**src/rtl/nbt_pkg.sv**
```systemverilog
package nbt_pkg;
  localparam int NIB_W  = 4;
  localparam int BYTE_W = 8;

  typedef logic [NIB_W-1:0] nib_t;

  localparam nib_t SYNC_WAIT = 4'b0101;
  localparam nib_t SYNC_RDY  = 4'b0000;
  localparam nib_t NIB_HIGH  = 4'b1111;
  localparam nib_t SIZE_BYTE = 4'b0000;

  // state names what the next sampled clock carries
  typedef enum logic [3:0] {
    ST_IDLE,
    ST_SEL,
    ST_ADDR,
    ST_SIZE,
    ST_TAR1,
    ST_TAR2,
    ST_SYNC,
    ST_DLO,
    ST_DHI,
    ST_HAND
  } state_e;
endpackage

```
**src/rtl/nbt_addr_shift.sv**
```systemverilog
module nbt_addr_shift #(
  parameter int NIB_W    = 4,
  parameter int ADDR_NIB = 7,
  localparam int ADDR_W  = NIB_W * ADDR_NIB
) (
  input  logic              clk_i,
  input  logic              rst_ni,
  input  logic              shift_i,
  input  logic [NIB_W-1:0]  nib_i,
  output logic [ADDR_W-1:0] addr_o
);
  logic [ADDR_W-1:0] addr_q;

  generate
    if (ADDR_NIB == 1) begin : g_single
      always_ff @(posedge clk_i or negedge rst_ni) begin
        if (!rst_ni)      addr_q <= '0;
        else if (shift_i) addr_q <= nib_i;
      end
    end else begin : g_shift
      // most significant nibble arrives first
      always_ff @(posedge clk_i or negedge rst_ni) begin
        if (!rst_ni)      addr_q <= '0;
        else if (shift_i) addr_q <= {addr_q[ADDR_W-NIB_W-1:0], nib_i};
      end
    end
  endgenerate

  assign addr_o = addr_q;
endmodule

```
**src/rtl/nbt_sync_ctrl.sv**
```systemverilog
module nbt_sync_ctrl #(
  parameter int MIN_WAIT = 0,
  parameter int DATA_W   = 8,
  localparam int WCNT_W  = $clog2(MIN_WAIT + 1) + 1
) (
  input  logic              clk_i,
  input  logic              rst_ni,
  input  logic              launch_i,
  input  logic              kill_i,
  input  logic              step_i,
  input  logic              mem_ready_i,
  input  logic [DATA_W-1:0] mem_data_i,
  output logic              mem_req_o,
  output logic              go_o,
  output logic [DATA_W-1:0] byte_o
);
  localparam logic [WCNT_W-1:0] WAIT_LIM = WCNT_W'(MIN_WAIT);
  localparam logic [WCNT_W-1:0] WCNT_MAX = '1;

  logic              req_q, vld_q;
  logic [WCNT_W-1:0] wcnt_q;
  logic [DATA_W-1:0] byte_q;
  logic              take, have;

  assign take = req_q & mem_ready_i;
  assign have = vld_q | take;
  assign go_o = have && (wcnt_q >= WAIT_LIM);

  always_ff @(posedge clk_i or negedge rst_ni) begin
    if (!rst_ni) begin
      req_q  <= 1'b0;
      vld_q  <= 1'b0;
      wcnt_q <= '0;
      byte_q <= '0;
    end else if (kill_i) begin
      req_q  <= 1'b0;
      vld_q  <= 1'b0;
      wcnt_q <= '0;
    end else if (launch_i) begin
      req_q  <= 1'b1;
      vld_q  <= 1'b0;
      wcnt_q <= '0;
    end else begin
      if (take) begin
        req_q  <= 1'b0;
        vld_q  <= 1'b1;
        byte_q <= mem_data_i;
      end
      if (step_i && !go_o && wcnt_q != WCNT_MAX) wcnt_q <= wcnt_q + 1'b1;
    end
  end

  assign mem_req_o = req_q;
  assign byte_o    = byte_q;
endmodule

```
**src/rtl/nbt_read_target.sv**
```systemverilog
module nbt_read_target
  import nbt_pkg::*;
#(
  parameter nib_t DEV_ID     = 4'h0,
  parameter nib_t START_CODE = 4'b1101,
  parameter int   ADDR_NIB   = 7,
  parameter int   MIN_WAIT   = 0,
  localparam int  ADDR_W     = NIB_W * ADDR_NIB
) (
  input  logic              clk_i,
  input  logic              rst_ni,
  input  logic              frame_ni,
  input  logic [3:0]        bus_i,
  output logic [3:0]        bus_o,
  output logic              bus_oe_o,
  output logic              mem_req_o,
  output logic [ADDR_W-1:0] mem_addr_o,
  input  logic              mem_ready_i,
  input  logic [7:0]        mem_data_i
);
  localparam int CNT_W = $clog2(ADDR_NIB + 1);
  localparam logic [CNT_W-1:0] CNT_LAST = CNT_W'(ADDR_NIB - 1);

  state_e            state_q, state_n;
  logic [CNT_W-1:0]  cnt_q, cnt_n;
  nib_t              out_q, out_n;
  logic              oe_q, oe_n, rdy_q, rdy_n;
  logic              shift, launch, step, kill, go;
  logic [BYTE_W-1:0] byte_w;

  nbt_addr_shift #(.NIB_W(NIB_W), .ADDR_NIB(ADDR_NIB)) u_addr (
    .clk_i   (clk_i),
    .rst_ni  (rst_ni),
    .shift_i (shift),
    .nib_i   (bus_i),
    .addr_o  (mem_addr_o)
  );

  nbt_sync_ctrl #(.MIN_WAIT(MIN_WAIT), .DATA_W(BYTE_W)) u_sync (
    .clk_i       (clk_i),
    .rst_ni      (rst_ni),
    .launch_i    (launch),
    .kill_i      (kill),
    .step_i      (step),
    .mem_ready_i (mem_ready_i),
    .mem_data_i  (mem_data_i),
    .mem_req_o   (mem_req_o),
    .go_o        (go),
    .byte_o      (byte_w)
  );

  always_comb begin
    state_n = state_q;
    cnt_n   = cnt_q;
    out_n   = out_q;
    oe_n    = oe_q;
    rdy_n   = rdy_q;
    shift   = 1'b0;
    launch  = 1'b0;
    step    = 1'b0;
    kill    = 1'b0;
    if (!frame_ni) begin
      // frame low always restarts start detection
      kill    = 1'b1;
      oe_n    = 1'b0;
      rdy_n   = 1'b0;
      out_n   = NIB_HIGH;
      state_n = (bus_i == START_CODE) ? ST_SEL : ST_IDLE;
    end else begin
      case (state_q)
        ST_IDLE: ;
        ST_SEL: begin
          cnt_n   = '0;
          state_n = (bus_i == DEV_ID) ? ST_ADDR : ST_IDLE;
        end
        ST_ADDR: begin
          shift = 1'b1;
          if (cnt_q == CNT_LAST) state_n = ST_SIZE;
          else                   cnt_n   = cnt_q + 1'b1;
        end
        ST_SIZE: begin
          if (bus_i == SIZE_BYTE) begin
            launch  = 1'b1;
            state_n = ST_TAR1;
          end else begin
            state_n = ST_IDLE;
          end
        end
        ST_TAR1: state_n = ST_TAR2;
        ST_TAR2: begin
          step    = 1'b1;
          oe_n    = 1'b1;
          out_n   = go ? SYNC_RDY : SYNC_WAIT;
          rdy_n   = go;
          state_n = ST_SYNC;
        end
        ST_SYNC: begin
          if (rdy_q) begin
            out_n   = byte_w[3:0];
            rdy_n   = 1'b0;
            state_n = ST_DLO;
          end else begin
            step  = 1'b1;
            out_n = go ? SYNC_RDY : SYNC_WAIT;
            rdy_n = go;
          end
        end
        ST_DLO: begin
          out_n   = byte_w[7:4];
          state_n = ST_DHI;
        end
        ST_DHI: begin
          out_n   = NIB_HIGH;
          state_n = ST_HAND;
        end
        ST_HAND: begin
          oe_n    = 1'b0;
          state_n = ST_IDLE;
        end
        default: begin
          oe_n    = 1'b0;
          state_n = ST_IDLE;
        end
      endcase
    end
  end

  always_ff @(posedge clk_i or negedge rst_ni) begin
    if (!rst_ni) begin
      state_q <= ST_IDLE;
      cnt_q   <= '0;
      out_q   <= NIB_HIGH;
      oe_q    <= 1'b0;
      rdy_q   <= 1'b0;
    end else begin
      state_q <= state_n;
      cnt_q   <= cnt_n;
      out_q   <= out_n;
      oe_q    <= oe_n;
      rdy_q   <= rdy_n;
    end
  end

  assign bus_o    = out_q;
  assign bus_oe_o = oe_q;
endmodule

```
**config.mk**
```make
export PLATFORM = sky130hd
export DESIGN_NAME = nbt_read_target
export DESIGN_NICKNAME = d
export VERILOG_FILES = /design/src/rtl/nbt_pkg.sv /design/src/rtl/nbt_addr_shift.sv /design/src/rtl/nbt_sync_ctrl.sv /design/src/rtl/nbt_read_target.sv
export SDC_FILE = /design/constraint.sdc
export NUM_CORES = 1
export LEC_CHECK = 0
export BUFFER_PORTS_ARGS = -buffer_cell sky130_fd_sc_hd__buf_4
export CAP_MARGIN = 20
export CORE_MARGIN = 1.5
export CORE_UTILIZATION = 39
export DETAILED_ROUTE_END_ITERATION = 10
export PLACE_DENSITY = 0.68
export SETUP_SLACK_MARGIN = 0.5
export SYNTH_ARGS = -nofsm -noshare
export SYNTH_HDL_FRONTEND = slang
export SYNTH_SLANG_ARGS = --single-unit
```
**constraint.sdc**
```tcl
create_clock -name clk_i -period 1.9 [get_ports clk_i]
set_clock_uncertainty 0.15 [all_clocks]
set_input_delay 0 -clock clk_i [delete_from_list [all_inputs] [get_ports clk_i]]
set_output_delay 0 -clock clk_i [all_outputs]
set_load 0.02 [all_outputs]
```
==> results of run 1 <==
## state kept, by name, indices dropped and copies added, names as in the netlist
signal,count
bus_o,4
bus_oe_o,1
cnt_q,3
rdy_q,1
state_q,4
u_addr.addr_o,28
u_sync.byte_o,8
u_sync.mem_req_o,1
u_sync.vld_q,1
## where the power goes
part           total, W  internal (W)  switching (W)
combinational  0.000287      0.000147       0.000140
sequential      0.00115       0.00112      0.0000309
clock          0.000620      0.000260       0.000360
## critical path: cells and delay by family (launching register included)
kind,cells,cell delay [ns]
simple gates,3,0.82
flops,1,0.43
mux,1,0.31
## per-stage QoR
step / power, W / std cells / hold WS [ns] / instance area (sq um) / worst slack, ns
2_1_floorplan: 0.00128 / 181 / -0.446 / 2360 / 0.0391
3_3_place_gp: 0.00138 / 299 / -0.0886 / 2800 / 0.105
3_5_place_dp: 0.00139 / 299 / -0.0855 / 2800 / 0.0733
4_1_cts: 0.00205 / 334 / -0.195 / 3270 / 0.0989
5_1_grt: 0.00215 / 344 / -0.166 / 3420 / 0.0359
6_report: 0.00206 / 344 / -0.174 / 3420 / 0.0673
## synth_stat cells, types with 2 or more instances
cell	n	area [sq um]
ha_1	2	25.0
inv_1	7	26.3
nand2_1	13	48.8
o21a_1	2	15.0
nand2b_1	4	25.0
o22a_1	2	17.5
o21ai_0	6	30.0
nor2_1	7	26.3
nor2b_1	2	12.5
nand3_1	2	10.0
o41ai_1	2	17.5
buf_2	3	15.0
mux2_2	29	327
o211ai_1	3	22.5
a21oi_1	5	25.0
a22o_1	2	17.5
dfstp_2	4	105
clkbuf_1	5	18.8
mux2_4	8	120
dfrtp_1	47	1180
a31oi_1	3	18.8
a32oi_1	2	17.5
## kinds of logic (layout without fill, tap and decap cells)
group / after synthesis / in the layout / synth area share, %
compound gates: 36 / 36 / 11.0
fa+ha+maj: 2 / 2 / 1.08
buf+inv: 17 / 108 / 3.24
flops: 51 / 51 / 55.3
mux: 37 / 37 / 19.3
simple gates: 38 / 38 / 10.1
## how the worst min path moves through the flow
stage                   from               end  slack, ns  cells past startpoint
floorplan             rst_ni          bus_oe_o      -0.45                      0
global placement      rst_ni  u_addr.addr_o[5]      -0.09                      1
detailed placement    rst_ni  u_addr.addr_o[5]      -0.09                      1
CTS                 bus_i[2]  u_addr.addr_o[2]      -0.20                      2
global route        frame_ni      u_sync.vld_q      -0.17                      3
finish              frame_ni      u_sync.vld_q      -0.17                      3
## cell type report
type | count | area [sq um]
Clock buffer | 5 | 68.8
Clock inverter | 3 | 18.8
Inverter | 7 | 26.3
Timing Repair Buffer | 93 | 840
Tap cell | 72 | 90.1
Fill cell | 458 | 2190
Multi-Input combinational cell | 113 | 1090
Sequential cell | 51 | 1280
## timing repair
action                                  in CTS  in global routing
hold buffers                                10                  4
buffers inserted                            15                  6
gates resized for setup                     31                 14
pin swaps                                   11                 11
endpoints found under the setup margin      49                 51
cloned                                       2                  0
hold endpoints to repair                    72                 12
## routing by layer
metal	vias to the layer above	wire (um)	global-route usage, %
li1	846	-	-
met1	894	2250	22.1
met2	52	2880	29.5
met3	16	255	3.30
met4	0	192	9.66
met5	-	0	0
==> flow_summary.ini, run 1 <==
[status]
status = complete, but fails checks
violations = hold timing

[critical_path]
slowest_stage = or4b_4
start_kind = register
cp_cell_sequence = nand2_2 -> or4b_4 -> and4_4 -> mux2_4
critPathLaunch = state_q[1]
max_stage_delay_ns = 0.52
worst_setup_path_end_kind = register
rrSetupSlack_ns = 0.07
worstPathArrival_ns = 1.88
worstPathRequired_ns = 1.94
rr_endpoint = u_sync.byte_o[7]
cp_max_fo = 8
crit_type = reg2reg
rr_worst_depth = 4
critPathCapture = u_sync.byte_o[7]
r2r_start = state_q[1]

[clock_network]
clkSinkCount = 51
path_clk_slew_ns = 0.10
clkLatencyLatePin_ns = 0.31
htree_levels = 2
cts_tree = done
clockRootBuffer = clkbuf_8
clk_path_buf_depth = 2
cts_buffers = 5

[layout]
utilization_pct = 61.0
syn_to_final_growth_pct = 47.5
num-nets-final = 289
final_cell_mix = 64 x buf_4, 47 x dfrtp_1, 27 x mux2_2
drive_gt1_share_pct = 57.0
insertedDiodeCount = 0
layout_commonest_cell = buf_4

[power_and_ir_drop]
max-vdd-ir-drop_mv = 0.474
leakagePower_nw = 1.66
p_per_area_nw_per_um2 = 602

[placed_design]
gp_congestion = 0.808
post-dp-hpwl_um = 3270
io_buffers = 49

[die]
coreArea_sq_um = 5610
io_pins = 50
start_util_pct = 41.3
die_area_sq_um = 6410
die_w_um = 80.1
rows = 27
die_h_um = 80.1

[job]
cap_violations = 0

[sta]
setup_violations = 0
hold_viol = 8
whs_ns = -0.174
rsz0062_at_grt = yes
min_period_ns = 1.83
worst_pin_slew_ns = 0.640
min_period_over_period_pct = 96.5
slew_viol_final = 0
relSlewSlack_pct = 57.3
fmax_ghz = 0.546
finalSetupTns_ns = 0

[drt]
viasPerCell = 5.26
drtAntennaViolNets = 0
wl_per_cell_um = 16.2
totalWireLength_um = 5580
drc = 0
firstDrtPassIters = 4
drtIter0Drc = 67
vias = 1808

[logic_synthesis]
synth_cells = 181
ys_ff_latch = 51
async_flop_share_pct = 100
synthFlopType = dfrtp_1
synth_edf_count = 0
syn_avg_cell_area_sq_um = 12.8
netlist_area_sq_um = 2320
yosys_warnings = 0
ys_seq_area_share_pct = 55.3
synthesis.nets = 199
yosysUniqueCellTypes = 43

[global_routing]
grt_max_degree = 52
grt_pass1_vias = 1766
antenna_found_initial = 0
overflow = 0
grt_first_pass_wirelength_um = 8560
grtUsageTotal_pct = 17.9

[worst_hold_path]
hold_path.class = in2reg
(Power assumes the default switching activity.)
==> inputs of run 2 (changes only) <==
Settings changed: CORE_MARGIN 1.5 to not set.
==> flow_summary.ini, run 2 (synthesis results as in run 1) <==
[clock_network]
htree_levels = 2
clk_path_buf_depth = 2
cts_tree = done
clockRootBuffer = clkbuf_8
cts_hold_buf = 10
cts_buffers = 5
clkSinkCount = 51
clkLatencyLatePin_ns = 0.31
path_clk_slew_ns = 0.09

[die]
start_util_pct = 41.3
die_w_um = 79.1
die_h_um = 79.1
coreArea_sq_um = 5610
rows = 27
io_pins = 50
die_area_sq_um = 6250

[drt]
drtIter0Drc = 91
viasPerCell = 5.25
drtAntennaViolNets = 0
firstDrtPassIters = 4
totalWireLength_um = 5550
drc = 0
wl_per_cell_um = 16.5
vias = 1763

[worst_hold_path]
min_from = bus_i[0]
min_path_cells = 2
hold_path.class = in2reg
holdPathEnd = u_addr.addr_o[0]

[critical_path]
crit_type = reg2reg
rr_endpoint = u_addr.addr_o[10]
r2r_start = state_q[3]
rrSetupSlack_ns = 0.12
cp_max_fo = 7
worst-path-buf-inv = 2
start_kind = register
worstPathRequired_ns = 1.95
max_stage_delay_ns = 0.41
rr_worst_depth = 5
cp_cell_sequence = buf_6 -> nor3b_4 -> nand3_4 -> clkbuf_16 -> mux2_2
worstPathArrival_ns = 1.84
worst_setup_path_end_kind = register
path_delay_family = simple AND/OR/NAND/NOR gates
slowest_stage = dfrtp_1

[sta]
slew_viol_final = 0
min_period_ns = 1.78
finalSetupTns_ns = 0
whs_ns = -0.198
setup_violations = 0
relSlewSlack_pct = 57.0
min_period_over_period_pct = 93.8
rsz0062_at_grt = yes
fmax_ghz = 0.561
worst_pin_slew_ns = 0.644
hold_viol = 12

[layout]
syn_to_final_growth_pct = 46.2
design_area_sq_um = 3390
layout_commonest_cell = buf_4
drive_gt1_share_pct = 56.4
num-nets-final = 281
largest_register_ff_count = 28
insertedDiodeCount = 0
final_cell_mix = 61 x buf_4, 47 x dfrtp_1, 29 x mux2_2

[power_and_ir_drop]
combPwrFrac_pct = 12.1
p_clk_share_pct = 35.1
p_switching_w = 0.000527
seq_power_share_pct = 52.8
p_int_w = 0.00165
p_per_area_nw_per_um2 = 641
leakagePower_nw = 1.63
p_sw_share_pct = 24.2
max-vdd-ir-drop_mv = 0.412

[placed_design]
post-dp-hpwl_um = 3120
gp_congestion = 0.823
place_area_sq_um = 2800
io_buffers = 49

[status]
violations = hold timing
status = complete, but fails checks

[global_routing]
grt_first_pass_wirelength_um = 7930
grt_pass1_vias = 1638
grt_max_degree = 52
overflow = 0
grtUsageTotal_pct = 16.3
antenna_found_initial = 0

[job]
cap_violations = 0
run 2: cell count changes in the layout (fill, tap and decap cells not counted), sizes merged:
cell         previous run  this run
buf                    79        73
bufinv                  0         1
clkbuf                  5         8
clkinv                  2         0
clkinvlp                0         1
dlygate4sd3            14        10
inv                     8         7
run 2: repair_timing:
action / 4_1_cts / 5_1_grt
cloned: 0 / 3
pin swaps: 10 / 11
resized for setup: 25 / 23
endpoints found under the hold margin: 72 / 12
setup buffers: 8 / 8
setup endpoints to repair: 50 / 51
run 2: power by group through the flow:
stage / logic, W / clock network (W) / registers, W
6_report: 0.000262 / 0.000763 / 0.00115
3_3_place_gp: 0.000216 / 0 / 0.00117
4_1_cts: 0.000249 / 0.000781 / 0.00115
3_5_place_dp: 0.000218 / 0 / 0.00117
5_1_grt: 0.000285 / 0.000833 / 0.00115
2_1_floorplan: 0.0000873 / 0 / 0.00119
run 2: cell type report:
class | count | area, sq um
clock buffers | 6 | 72.6
multi-input cells | 113 | 1110
flip-flops and latches | 51 | 1280
well taps | 72 | 90.1
clock inverters | 2 | 38.8
fillers | 448 | 2220
repair buffers | 85 | 764
inverters | 7 | 30.0
run 2: worst max path at each step:
stage,endpoint,slack (ns),startpoint,cells past startpoint
2_1_floorplan,u_sync.byte_o[0],0.04,state_q[1],6
3_3_place_gp,u_sync.byte_o[6],0.12,state_q[1],4
3_5_place_dp,u_sync.byte_o[2],0.09,state_q[1],4
4_1_cts,u_sync.byte_o[2],0.18,state_q[3],3
5_1_grt,u_addr.addr_o[10],0.06,state_q[3],5
6_report,u_addr.addr_o[10],0.12,state_q[3],5
run 2: per-stage QoR:
stage	util (%)	setup WS (ns)	hold WS (ns)	total power, W	cells
floorplan	-	0.0391	-0.446	0.00128	181
detailed placement	49.9	0.0863	-0.0767	0.00139	299
finish	60.4	0.118	-0.198	0.00217	336
global route	60.4	0.0643	-0.201	0.00227	336
CTS	56.5	0.177	-0.199	0.00218	325
global placement	49.9	0.122	-0.0783	0.00138	299
run 2: per-layer routing:
layer  share of wire, %  vias to the layer above  routed length (um)  track usage, %
li1                   -                      817                   -               -
met1                 44                      889                2440            22.0
met2                 50                       45                2770            25.9
met3                3.3                       12                 183            2.99
met4                2.8                        0                 153            6.55
met5                  0                        -                   0               0
